`config.mk`:
```
export PLATFORM = sky130hd
export DESIGN_NAME = wcb_top
export DESIGN_NICKNAME = d
export VERILOG_FILES = /design/src/rtl/wcb_pkg.sv /design/src/rtl/wcb_nb_match.sv /design/src/rtl/wcb_timeout.sv /design/src/rtl/wcb_line_store.sv /design/src/rtl/wcb_flush_ctl.sv /design/src/rtl/wcb_top.sv
export SDC_FILE = /design/constraint.sdc
export NUM_CORES = 1
export LEC_CHECK = 0
export CAP_MARGIN = 5
export CORE_MARGIN = 1
export CORE_UTILIZATION = 60
export DETAILED_ROUTE_END_ITERATION = 12
export DONT_BUFFER_PORTS = 1
export PLACE_DENSITY = 0.73
export SKIP_LAST_GASP = 1
export SYNTH_ARGS = -nofsm -noshare
export SYNTH_HDL_FRONTEND = slang
export SYNTH_SLANG_ARGS = --single-unit
```
`constraint.sdc`:
```
create_clock -name clk -period 4.25 [get_ports clk]
set_input_delay 0.6375 -clock clk [delete_from_list [all_inputs] [get_ports clk]]
set_output_delay 0.6375 -clock clk [all_outputs]
set_load 0.005 [all_outputs]
```
`src/rtl/wcb_pkg.sv`:
```
package wcb_pkg;

    localparam int DATA_W = 32;
    localparam int STRB_W = DATA_W / 8;

    typedef enum logic [1:0] {
        FL_IDLE = 2'd0,
        FL_REQ  = 2'd1,
        FL_ADDR = 2'd2,
        FL_DATA = 2'd3
    } flush_state_e;

    typedef struct packed {
        logic [31:0] addr;
        logic [2:0]  size;
    } wr_phase_t;

    // byte lanes touched by one AHB transfer on a 32-bit bus
    function automatic logic [STRB_W-1:0] lane_strobe(input logic [1:0] lo, input logic [2:0] size);
        case (size)
            3'd0:    lane_strobe = 4'b0001 << lo;
            3'd1:    lane_strobe = lo[1] ? 4'b1100 : 4'b0011;
            default: lane_strobe = 4'b1111;
        endcase
    endfunction

    // which of the 16 upper base bits take part in the window compare
    function automatic logic [15:0] window_mask(input logic [3:0] n);
        window_mask = 16'hFFFF << (n - 4'd1);
    endfunction

endpackage

```
`src/rtl/wcb_nb_match.sv`:
```
module wcb_nb_match
    import wcb_pkg::*;
(
    input  logic [31:0] addr,
    input  logic [15:0] base,
    input  logic [3:0]  size_n,
    output logic        hit
);
    logic [15:0] mask;

    always_comb begin
        mask = window_mask(size_n);
        hit  = (size_n != 4'd0) && (((addr[31:16] ^ base) & mask) == 16'h0000);
    end
endmodule

```
`src/rtl/wcb_timeout.sv`:
```
module wcb_timeout #(
    parameter int W = 10
) (
    input  logic         clk,
    input  logic         rst,
    input  logic         clear,
    input  logic         run,
    input  logic [W-1:0] limit,
    output logic [W-1:0] count,
    output logic         hit
);
    always_ff @(posedge clk) begin
        if (rst || clear)
            count <= '0;
        else if (run && count != limit)
            count <= count + 1'b1;
    end

    assign hit = run && (count == limit);
endmodule

```
`src/rtl/wcb_line_store.sv`:
```
module wcb_line_store
    import wcb_pkg::*;
#(
    parameter int WORDS = 8,
    localparam int IDX_W = $clog2(WORDS)
) (
    input  logic              clk,
    input  logic              rst,
    input  logic              clr,
    input  logic              we,
    input  logic [IDX_W-1:0]  widx,
    input  logic [DATA_W-1:0] wdata,
    input  logic [STRB_W-1:0] wstrb,
    input  logic              wide,
    input  logic [IDX_W-1:0]  ridx,
    output logic [DATA_W-1:0] rdata,
    output logic [STRB_W-1:0] rstrb,
    output logic              full
);
    logic [DATA_W-1:0] mem [WORDS];
    logic [STRB_W-1:0] bv  [WORDS];

    for (genvar w = 0; w < WORDS; w++) begin : g_word
        always_ff @(posedge clk) begin
            if (rst || clr)
                bv[w] <= '0;
            else if (we && widx == IDX_W'(w))
                bv[w] <= bv[w] | wstrb;
        end

        always_ff @(posedge clk) begin
            if (we && widx == IDX_W'(w)) begin
                for (int b = 0; b < STRB_W; b++)
                    if (wstrb[b])
                        mem[w][8*b +: 8] <= wdata[8*b +: 8];
            end
        end
    end

    always_comb begin
        full = 1'b1;
        for (int i = 0; i < WORDS; i++)
            if (wide || i < WORDS / 2)
                full = full & (&bv[i]);
    end

    assign rdata = mem[ridx];
    assign rstrb = bv[ridx];
endmodule

```
`src/rtl/wcb_flush_ctl.sv`:
```
module wcb_flush_ctl
    import wcb_pkg::*;
#(
    parameter int WORDS = 8,
    localparam int IDX_W = $clog2(WORDS)
) (
    input  logic              clk,
    input  logic              rst,
    input  logic              trigger,
    input  logic              gnt,
    input  logic [IDX_W-1:0]  last_idx,
    input  logic              awready,
    input  logic              wready,
    input  logic              bvalid,
    input  logic [DATA_W-1:0] rdata,
    input  logic [STRB_W-1:0] rstrb,
    output logic              flush_req,
    output logic              busy,
    output logic              done,
    output logic              b_out,
    output logic              awvalid,
    output logic              wvalid,
    output logic [DATA_W-1:0] wdata,
    output logic [STRB_W-1:0] wstrb,
    output logic              wlast,
    output logic              bready,
    output logic [IDX_W-1:0]  ridx
);
    flush_state_e state;
    logic [IDX_W-1:0] beat;

    always_ff @(posedge clk) begin
        if (rst) begin
            state <= FL_IDLE;
            beat  <= '0;
        end else begin
            case (state)
                FL_IDLE: if (trigger && !b_out) state <= FL_REQ;
                FL_REQ:  if (gnt) state <= FL_ADDR;
                FL_ADDR: if (awready) begin
                    state <= FL_DATA;
                    beat  <= '0;
                end
                FL_DATA: if (wready) begin
                    if (beat == last_idx) state <= FL_IDLE;
                    else                  beat  <= beat + 1'b1;
                end
                default: state <= FL_IDLE;
            endcase
        end
    end

    always_ff @(posedge clk) begin
        if (rst)
            b_out <= 1'b0;
        else if (done)
            b_out <= 1'b1;
        else if (bvalid)
            b_out <= 1'b0;
    end

    assign flush_req = (state == FL_REQ);
    assign busy      = (state != FL_IDLE);
    assign awvalid   = (state == FL_ADDR);
    assign wvalid    = (state == FL_DATA);
    assign wlast     = wvalid && (beat == last_idx);
    assign done      = wlast && wready;
    assign ridx      = beat;
    assign wdata     = rdata;
    assign wstrb     = rstrb;
    assign bready    = 1'b1;
endmodule

```
`src/rtl/wcb_top.sv`:
```
module wcb_top
    import wcb_pkg::*;
#(
    parameter int LINE_WORDS = 8,
    parameter int NUM_MST    = 4,
    parameter int TMO_W      = 10,
    localparam int IDX_W     = $clog2(LINE_WORDS),
    localparam int MST_W     = $clog2(NUM_MST),
    localparam int LINE_B    = LINE_WORDS * STRB_W
) (
    input  logic              clk,
    input  logic              rst,
    input  logic              hsel,
    input  logic [31:0]       haddr,
    input  logic [1:0]        htrans,
    input  logic              hwrite,
    input  logic [2:0]        hsize,
    input  logic [DATA_W-1:0] hwdata,
    input  logic [MST_W-1:0]  hmaster,
    output logic              hready,
    input  logic [TMO_W-1:0]  cfg_timeout,
    input  logic              cfg_line32,
    input  logic [15:0]       cfg_nb_base,
    input  logic [3:0]        cfg_nb_size,
    input  logic [NUM_MST-1:0] cfg_comb_en,
    output logic              flush_req,
    input  logic              flush_gnt,
    output logic              awvalid,
    input  logic              awready,
    output logic [31:0]       awaddr,
    output logic [7:0]        awlen,
    output logic [2:0]        awsize,
    output logic [1:0]        awburst,
    output logic              wvalid,
    input  logic              wready,
    output logic [DATA_W-1:0] wdata,
    output logic [STRB_W-1:0] wstrb,
    output logic              wlast,
    input  logic              bvalid,
    output logic              bready
);
    // data-phase register
    wr_phase_t        dp;
    logic             dp_valid;
    logic [MST_W-1:0] dp_mst;

    // held line
    logic        line_valid;
    logic        line_single;
    logic [31:0] line_base;

    logic        nb_hit, bypass, match, full, can_take, accept, trigger;
    logic        busy, done, b_out, tmo_hit;
    logic [TMO_W-1:0] tmo_cnt;
    logic [31:0] align;
    logic [IDX_W-1:0] idx_mask, widx, ridx, last_idx;
    logic [DATA_W-1:0] rdata;
    logic [STRB_W-1:0] rstrb, dp_strb;

    always_ff @(posedge clk) begin
        if (rst) begin
            dp_valid <= 1'b0;
            dp       <= '0;
            dp_mst   <= '0;
        end else if (hready) begin
            dp_valid <= hsel && htrans[1] && hwrite;
            dp       <= '{addr: haddr, size: hsize};
            dp_mst   <= hmaster;
        end
    end

    wcb_nb_match i_nb (
        .addr   (dp.addr),
        .base   (cfg_nb_base),
        .size_n (cfg_nb_size),
        .hit    (nb_hit)
    );

    always_comb begin
        align    = cfg_line32 ? ~32'(LINE_B - 1) : ~32'(LINE_B / 2 - 1);
        idx_mask = cfg_line32 ? {IDX_W{1'b1}} : IDX_W'(LINE_WORDS / 2 - 1);
        bypass   = nb_hit || !cfg_comb_en[dp_mst];
        match    = line_valid && !line_single && ((dp.addr & align) == line_base);
        dp_strb  = lane_strobe(dp.addr[1:0], dp.size);
        widx     = bypass ? '0 : (dp.addr[IDX_W+1:2] & idx_mask);
        if (busy)
            can_take = 1'b0;
        else if (bypass)
            can_take = !line_valid;
        else
            can_take = !line_valid || (match && !full);
        accept   = dp_valid && can_take;
        hready   = !dp_valid || can_take;
        trigger  = line_valid && (line_single || full || tmo_hit || (dp_valid && !can_take));
    end

    always_ff @(posedge clk) begin
        if (rst) begin
            line_valid  <= 1'b0;
            line_single <= 1'b0;
            line_base   <= '0;
        end else if (done) begin
            line_valid  <= 1'b0;
        end else if (accept) begin
            line_valid <= 1'b1;
            if (!line_valid) begin
                line_single <= bypass;
                line_base   <= bypass ? {dp.addr[31:2], 2'b00} : (dp.addr & align);
            end
        end
    end

    wcb_line_store #(.WORDS(LINE_WORDS)) i_store (
        .clk   (clk),
        .rst   (rst),
        .clr   (done),
        .we    (accept),
        .widx  (widx),
        .wdata (hwdata),
        .wstrb (dp_strb),
        .wide  (cfg_line32),
        .ridx  (ridx),
        .rdata (rdata),
        .rstrb (rstrb),
        .full  (full)
    );

    wcb_timeout #(.W(TMO_W)) i_tmo (
        .clk   (clk),
        .rst   (rst),
        .clear (accept || !line_valid),
        .run   (line_valid && !busy),
        .limit (cfg_timeout),
        .count (tmo_cnt),
        .hit   (tmo_hit)
    );

    always_comb begin
        if (line_single)     awlen = 8'd0;
        else if (cfg_line32) awlen = 8'(LINE_WORDS - 1);
        else                 awlen = 8'(LINE_WORDS / 2 - 1);
        last_idx = awlen[IDX_W-1:0];
    end

    assign awaddr  = line_base;
    assign awsize  = 3'd2;
    assign awburst = 2'b01;

    wcb_flush_ctl #(.WORDS(LINE_WORDS)) i_flush (
        .clk       (clk),
        .rst       (rst),
        .trigger   (trigger),
        .gnt       (flush_gnt),
        .last_idx  (last_idx),
        .awready   (awready),
        .wready    (wready),
        .bvalid    (bvalid),
        .rdata     (rdata),
        .rstrb     (rstrb),
        .flush_req (flush_req),
        .busy      (busy),
        .done      (done),
        .b_out     (b_out),
        .awvalid   (awvalid),
        .wvalid    (wvalid),
        .wdata     (wdata),
        .wstrb     (wstrb),
        .wlast     (wlast),
        .bready    (bready),
        .ridx      (ridx)
    );
endmodule

```
After elaboration in Yosys (flattened, before gate mapping)
Memory sizes are Yosys's and may differ from the RTL's. A register that Yosys moved wholly into a read port is not among the register bits.
Index checks and enable logic that the tools add are counted.
{"block": "classes", "mux": 155, "addsub": 3, "shift": 2, "n_eq_ne": 21, "n_lt_le_gt_ge": 1, "mul": 0, "n_div": 0, "bitwise_logic": 29, "n_reduce_logical": 67}
{"op": "32-bit 2-to-1 mux", "n": 8}
{"op": "32-bit OR reduction", "n": 7}
{"op": "1-bit 2-to-1 mux", "n": 103}
{"op": "4-bit 2-to-1 mux", "n": 16}
{"op": "3-bit 2-to-1 mux", "n": 18}
{"op": "4-bit AND reduction", "n": 9}
{"op": "32-bit bitwise AND", "n": 1}
{"op": "32-bit == test", "n": 1}
{"op": "4-bit bitwise OR", "n": 8}
{"op": "1-bit logical AND", "n": 23}
{"op": "16-bit bitwise AND", "n": 1}
{"op": "16-bit zero test", "n": 1}
{"op": "16-bit by 4-bit left shift with 16-bit output (first input constant)", "n": 1}
{"op": "16-bit bitwise XOR", "n": 1}
{"op": "3-bit == test (second input constant)", "n": 4}
{"op": "10-bit by 1-bit adder with 10-bit output (second input constant)", "n": 1}
{"op": "10-bit == test", "n": 1}
{"op": "2-bit 2-to-1 mux", "n": 5}
{"op": "10-bit != test", "n": 1}
{"op": "1-bit logical OR", "n": 9}
{"op": "1-bit zero test", "n": 8}
{"op": "1-bit bitwise OR", "n": 8}
{"op": "2-bit one-hot mux with 4 select lines", "n": 1}
{"op": "4-bit one-hot mux with 2 select lines", "n": 1}
{"op": "other kinds (24)", "n": 41}
{"block": "word_totals", "out_inout_bits": 87, "latch_bits": 0, "reg_bits": 88, "n_memories": 2, "romBits": 0, "ram_bits": 288}
{"name": "i_store.mem", "words": 8, "word_bits": 32, "read_ports": 1, "rd_clocked_by_memory_dff": 1, "write_ports": 1, "line": "wcb_line_store.sv:20", "source": "logic [DATA_W-1:0] mem [WORDS];"}
{"name": "i_store.bv", "words": 8, "word_bits": 4, "read_ports": 9, "rd_clocked_by_memory_dff": 1, "write_ports": 8, "line": "wcb_line_store.sv:21", "source": "logic [STRB_W-1:0] bv [WORDS];"}

Logic depth before layout (Yosys ltp)
An unclocked memory read counts as a cell.
{"block": "logic_depth", "depth_word": 30, "depth_mapped": 12}

By module
A second synthesis with hierarchy kept.
{"block": "unflattened", "hier_cells": 1146, "area_unflattened_um2": 16926.2}
{"module": "wcb_line_store", "cells_each": 541, "area_each_um2": 11782.6, "seq_area_each_um2": 8648.3, "instances": 1}
{"module": "wcb_top", "cells_each": 388, "area_each_um2": 3375.7, "seq_area_each_um2": 1401.3, "instances": 1}
{"module": "wcb_flush_ctl", "cells_each": 91, "area_each_um2": 754.5, "seq_area_each_um2": 120.1, "instances": 1}
{"module": "wcb_timeout", "cells_each": 74, "area_each_um2": 631.9, "seq_area_each_um2": 200.2, "instances": 1}
{"module": "wcb_nb_match", "cells_each": 52, "area_each_um2": 381.6, "seq_area_each_um2": 0.0, "instances": 1}

Worst setup path after synthesis
No wires, ideal clock.
{"block": "synth_path", "kind": "input to register", "start": "in cfg_nb_size[1]", "end": "mem i_store.mem[0][0], enable pin", "slack_ps": 587, "t_required_ps": 3855, "path_stages": 10, "arrival_time_ps": 3269, "cell_sequence": "inv_1 ha_1 inv_1 ha_1 nor2b_1 a22oi_1 o2111ai_1 a2111oi_4 a211oi_1 nor4_1"}
{"block": "synth_via", "elab_chain_cells": 20}
{"element": "start, declared", "line": "wcb_top.sv:24", "source": "input logic [3:0] cfg_nb_size,"}
{"element": "4-bit by 1-bit subtractor with 4-bit output", "line": "wcb_pkg.sv:29", "source": "window_mask = 16'hFFFF << (n - 4'd1);"}
{"element": "16-bit by 4-bit left shift with 16-bit output", "line": "wcb_pkg.sv:29"}
{"element": "16-bit bitwise AND", "line": "wcb_nb_match.sv:13", "source": "hit = (size_n != 4'd0) && (((addr[31:16] ^ base) & mask) == 16'h0000);"}
{"element": "16-bit zero test", "line": "wcb_nb_match.sv:13"}
{"element": "1-bit logical AND *", "line": "wcb_nb_match.sv:13"}
{"element": "1-bit logical OR *", "line": "wcb_top.sv:82", "source": "bypass = nb_hit || !cfg_comb_en[dp_mst];"}
{"element": "1-bit 2-to-1 mux", "line": "wcb_top.sv:88", "source": "else if (bypass)"}
{"element": "1-bit 2-to-1 mux", "line": "wcb_top.sv:86", "source": "if (busy)"}
{"element": "1-bit logical AND", "line": "wcb_top.sv:92", "source": "accept = dp_valid && can_take;"}
{"element": "1-bit logical AND", "line": "wcb_line_store.sv:32", "source": "if (we && widx == IDX_W'(w)) begin"}
{"element": "1-bit 2-to-1 mux", "line": "wcb_line_store.sv:32"}
{"element": "1-bit 2-to-1 mux (implied by the code)", "line": "wcb_line_store.sv:35", "source": "mem[w][8*b +: 8] <= wdata[8*b +: 8];"}
{"element": "32-bit OR reduction (no line)"}
{"element": "3-bit 2-to-1 mux (no line) or 4-bit 2-to-1 mux (tied branches) (7 in a row)"}
{"element": "end, declared", "line": "wcb_line_store.sv:20"}
Every way passes the cells marked *; elsewhere a longest branch is shown, timed or not.

Worst setup path after layout
{"block": "layout_path", "start": "in cfg_nb_size[1]", "end": "out hready"}
{"block": "layout_via", "elab_chain_cells": 9}
{"element": "4-bit by 1-bit subtractor with 4-bit output", "line": "wcb_pkg.sv:29"}
{"element": "16-bit by 4-bit left shift with 16-bit output", "line": "wcb_pkg.sv:29"}
{"element": "16-bit bitwise AND", "line": "wcb_nb_match.sv:13"}
{"element": "16-bit zero test", "line": "wcb_nb_match.sv:13"}
{"element": "1-bit logical AND *", "line": "wcb_nb_match.sv:13"}
{"element": "1-bit logical OR *", "line": "wcb_top.sv:82"}
{"element": "1-bit 2-to-1 mux *", "line": "wcb_top.sv:88"}
{"element": "1-bit 2-to-1 mux *", "line": "wcb_top.sv:86"}
{"element": "1-bit logical OR *", "line": "wcb_top.sv:93", "source": "hready = !dp_valid || can_take;"}
{"element": "end, declared", "line": "wcb_top.sv:20", "source": "output logic hready,"}
Marked as above.

==> impl_metrics.py <==
metrics = {
    "cts": {
        "post_cts_resized": 0,
        "clk-insertion-delay-late_ns": 0.53,
        "cts_tree": "yes",
        "cts.path.max_buffers": 3,
        "htree_levels": 2,
        "clkSlewWorstSetupHoldPaths_ns": 0.06,
        "cts_buffers": 40,
        "cts.sinks": 377,
        "hold_buffers": 0,
        "postCtsSetupBuffers": 0,
        "cts_root_buffer": "clkbuf_16",
    },
    "synth": {
        "synth-edff-count": 288,
        "ys_ff_latch": 377,
        "ys.flop_type": "edfxtp_1",
        "postSynthCellCount": 1103,
        "yosysTopAreaCell": "edfxtp_1",
        "seq_area_frac_synth": 0.632,
        "yosys.area.top_type_share": 0.524,
        "synth_common_cells": "288 x edfxtp_1, 89 x dfxtp_1, 84 x nand2b_1, 72 x mux4_2, 70 x mux2i_1",
        "synth.avg_cell_area_um2": 15.0,
        "synth_area_leaders": "edfxtp_1 52%, dfxtp_1 11%, mux4_2 9.8%",
        "syn_area_um2": 16500,
        "synth-async-reset-ratio": 0,
        "yosysMostFrequentCell": "edfxtp_1",
        "yosys.cell_types.count": 60,
        "yosysWarningCount": 0,
    },
    "pwr": {
        "p_seq_frac": 0.525,
        "power_leakage_uw": 0.00600,
        "power_density_nw_per_um2": 421,
        "switching_share": 0.204,
        "combPwrFrac": 0.033,
        "p_clk_frac": 0.442,
        "peakVddDrop_uv": 225,
        "p_sw_uw": 1570,
        "intPower_uw": 6130,
    },
    "floorplan": {
        "die-area_um2": 28200,
        "die_h_um": 168,
        "start_util": 0.612,
        "coreArea_um2": 27000,
        "io_pins": 201,
        "rows": 60,
        "die_x_um": 168,
    },
    "drt": {
        "ant_nets": 0,
        "wirelength_mm": 33.5,
        "wl_per_cell_um": 22.4,
        "via_per_inst": 6.19,
        "dr.pass1.iters": 5,
        "drt_iter0_drc": 776,
        "drc": 0,
        "vias": 9257,
    },
    "setup_path": {
        "r2r_setup_slack_ns": 0.88,
        "r2r_cells": 6,
        "cp_max_fo": 8,
        "critPathKind": "input port to primary output",
        "r2r_end": "i_store.bv[3][3]",
        "start_kind": "input port",
        "required_ns": 3.61,
        "reg2reg_from": "awaddr[9]",
        "cp.arrival_ns": 2.75,
        "cp-end-kind": "primary output",
    },
    "sta": {
        "worstMarginPinSlew_ns": 1.08,
        "fin_skew_ns": 0.0229,
        "finalWorstSetupSlack_ns": 0.858,
        "hold_viol": 0,
        "fin_crit_sh": 0.798,
        "drv_slew": 0,
        "setup_tns_ns": 0,
        "slew_headroom": 0.277,
        "max_freq_mhz": 295,
        "rsz0062_at_grt": "false",
        "setup_violations": 0,
        "finalWorstPathRequiredPeriod_ns": 3.39,
    },
    "worst_hold_path": {
        "min-delay-start": "hwdata[21]",
        "worstHoldPathCells": 0,
        "min_to": "i_store.mem[1][21]",
        "worstHoldPathType": "input port to flop",
    },
    "placement": {
        "gp_congestion": 0.808,
        "place_hpwl_mm": 21.8,
        "port_buffers": 0,
        "post-place-ws_ns": 0.536,
    },
    "final_layout": {
        "fin_nets": 1248,
        "multiInputGateArea_um2": 5740,
        "num-fill-cells": 1853,
        "area_growth_pct": 11.1,
        "drive_gt1_frac": 0.205,
        "seqCellArea_um2": 10400,
        "utilization": 0.680,
        "antenna_cells": 0,
    },
    "run_status": {
        "outcome": "finished clean",
    },
    "global_route": {
        "gr-total-overflow": 0,
        "grt_pass1_wl_mm": 52.4,
        "grt_max_degree": 118,
        "grt_pass1_vias": 9299,
        "antenna_found_initial": 0,
        "track_usage": 0.242,
    },
    "run": {
        "max_cap_violations": 0,
    },
}
## worst max-delay path by stage
stage,start,slack (ns),cells after the start,to
after floorplan,cfg_nb_size[1],0.59,10,i_store.mem[0][0]
after global routing,awaddr[8],0.64,6,i_store.bv[3][1]
after global placement,cfg_nb_size[1],0.63,12,i_store.mem[1][24]
final,cfg_nb_size[1],0.86,10,hready
after CTS,cfg_nb_size[1],0.89,10,hready
after detailed placement,cfg_nb_size[1],0.54,12,i_store.mem[1][24]
## worst max-delay path: stages
cell       delay [ns]
inv_1            0.07
ha_1             0.18
inv_1            0.05
ha_1             0.35
nor2b_1          0.08
a22oi_1          0.19
o2111ai_1        0.23
a2111oi_4        0.62
o21a_2           0.26
inv_2            0.07
## power groups by stage
stage	Combinational [uW]	Sequential [uW]	Clock (uW)
2_1_floorplan	213	4110	0
3_3_place_gp	247	4120	0
3_5_place_dp	253	4120	0
4_1_cts	255	4050	3470
5_1_grt	280	4050	3600
6_report	255	4050	3400
## final cells by class
type / count / area share
multi-input cells: 642 / 0.314
well taps: 341 / 0.0233
clock buffers: 51 / 0.0603
repair buffers: 44 / 0.0187
clock inverters: 23 / 0.0107
inverters: 17 / 0.00348
flip-flops and latches: 377 / 0.570
## logic make-up after synthesis
group,after synthesis,share of synthesized area
flops,377,0.632
simple gates,284,0.0950
mux,179,0.166
buf+inv,95,0.0269
compound gates,91,0.0366
xor+xnor,63,0.0335
fa+ha+maj,12,0.00910
other cells,2,0.000455
## per-layer routing
metal	GRT usage	up-vias	part of all wire
met2	0.394	297	0.49
met4	0.0730	0	0.024
li1	-	4247	-
met3	0.0491	55	0.064
met5	0	-	0
met1	0.333	4658	0.43
## sequential cells by signal, indices dropped and copies added, names as in the netlist, named ones only
name	count
i_store.mem	256
dp	35
i_store.bv	32
awaddr	30
i_tmo.count	10
i_flush.ridx	3
dp_mst	2
i_flush.state	2
dp_valid	1
i_flush.b_out	1
line_single	1
line_valid	1
## placed cells by master (no fill, tap or decap), types with 6 or more instances in the layout
| cell | synthesis | layout |
|---|---|---|
| clkinv_2 | 0 | 8 |
| nand3_1 | 7 | 7 |
| nor4_2 | 0 | 13 |
| conb_1 | 2 | 13 |
| inv_1 | 16 | 16 |
| dfxtp_1 | 89 | 86 |
| nor3_1 | 40 | 40 |
| nor4_1 | 39 | 26 |
| buf_4 | 14 | 43 |
| nand4_1 | 20 | 20 |
| o21ai_0 | 35 | 35 |
| and2_1 | 6 | 6 |
| mux4_2 | 72 | 72 |
| o31ai_1 | 7 | 7 |
| ha_1 | 12 | 12 |
| nand2b_1 | 84 | 84 |
| nor2_1 | 55 | 55 |
| xor2_1 | 30 | 30 |
| clkbuf_1 | 45 | 6 |
| xnor2_1 | 33 | 33 |
| mux2i_1 | 70 | 70 |
| clkbuf_16 | 0 | 41 |
| nand2_1 | 15 | 15 |
| clkinv_1 | 0 | 8 |
| mux2_2 | 36 | 36 |
| edfxtp_1 | 288 | 288 |
| a21oi_1 | 11 | 11 |
## per-stage QoR
step / instance area, um2 / cells / hold WS (ns) / total power, uW
after floorplan: 16500 / 1114 / 0.450 / 4320
after global placement: 17000 / 1421 / 0.459 / 4370
after detailed placement: 17000 / 1421 / 0.467 / 4380
after CTS: 18300 / 1495 / 0.164 / 7770
after global routing: 18300 / 1495 / 0.168 / 7930
final: 18300 / 1495 / 0.202 / 7700
Note: power is estimated with default switching activity, not from simulation.
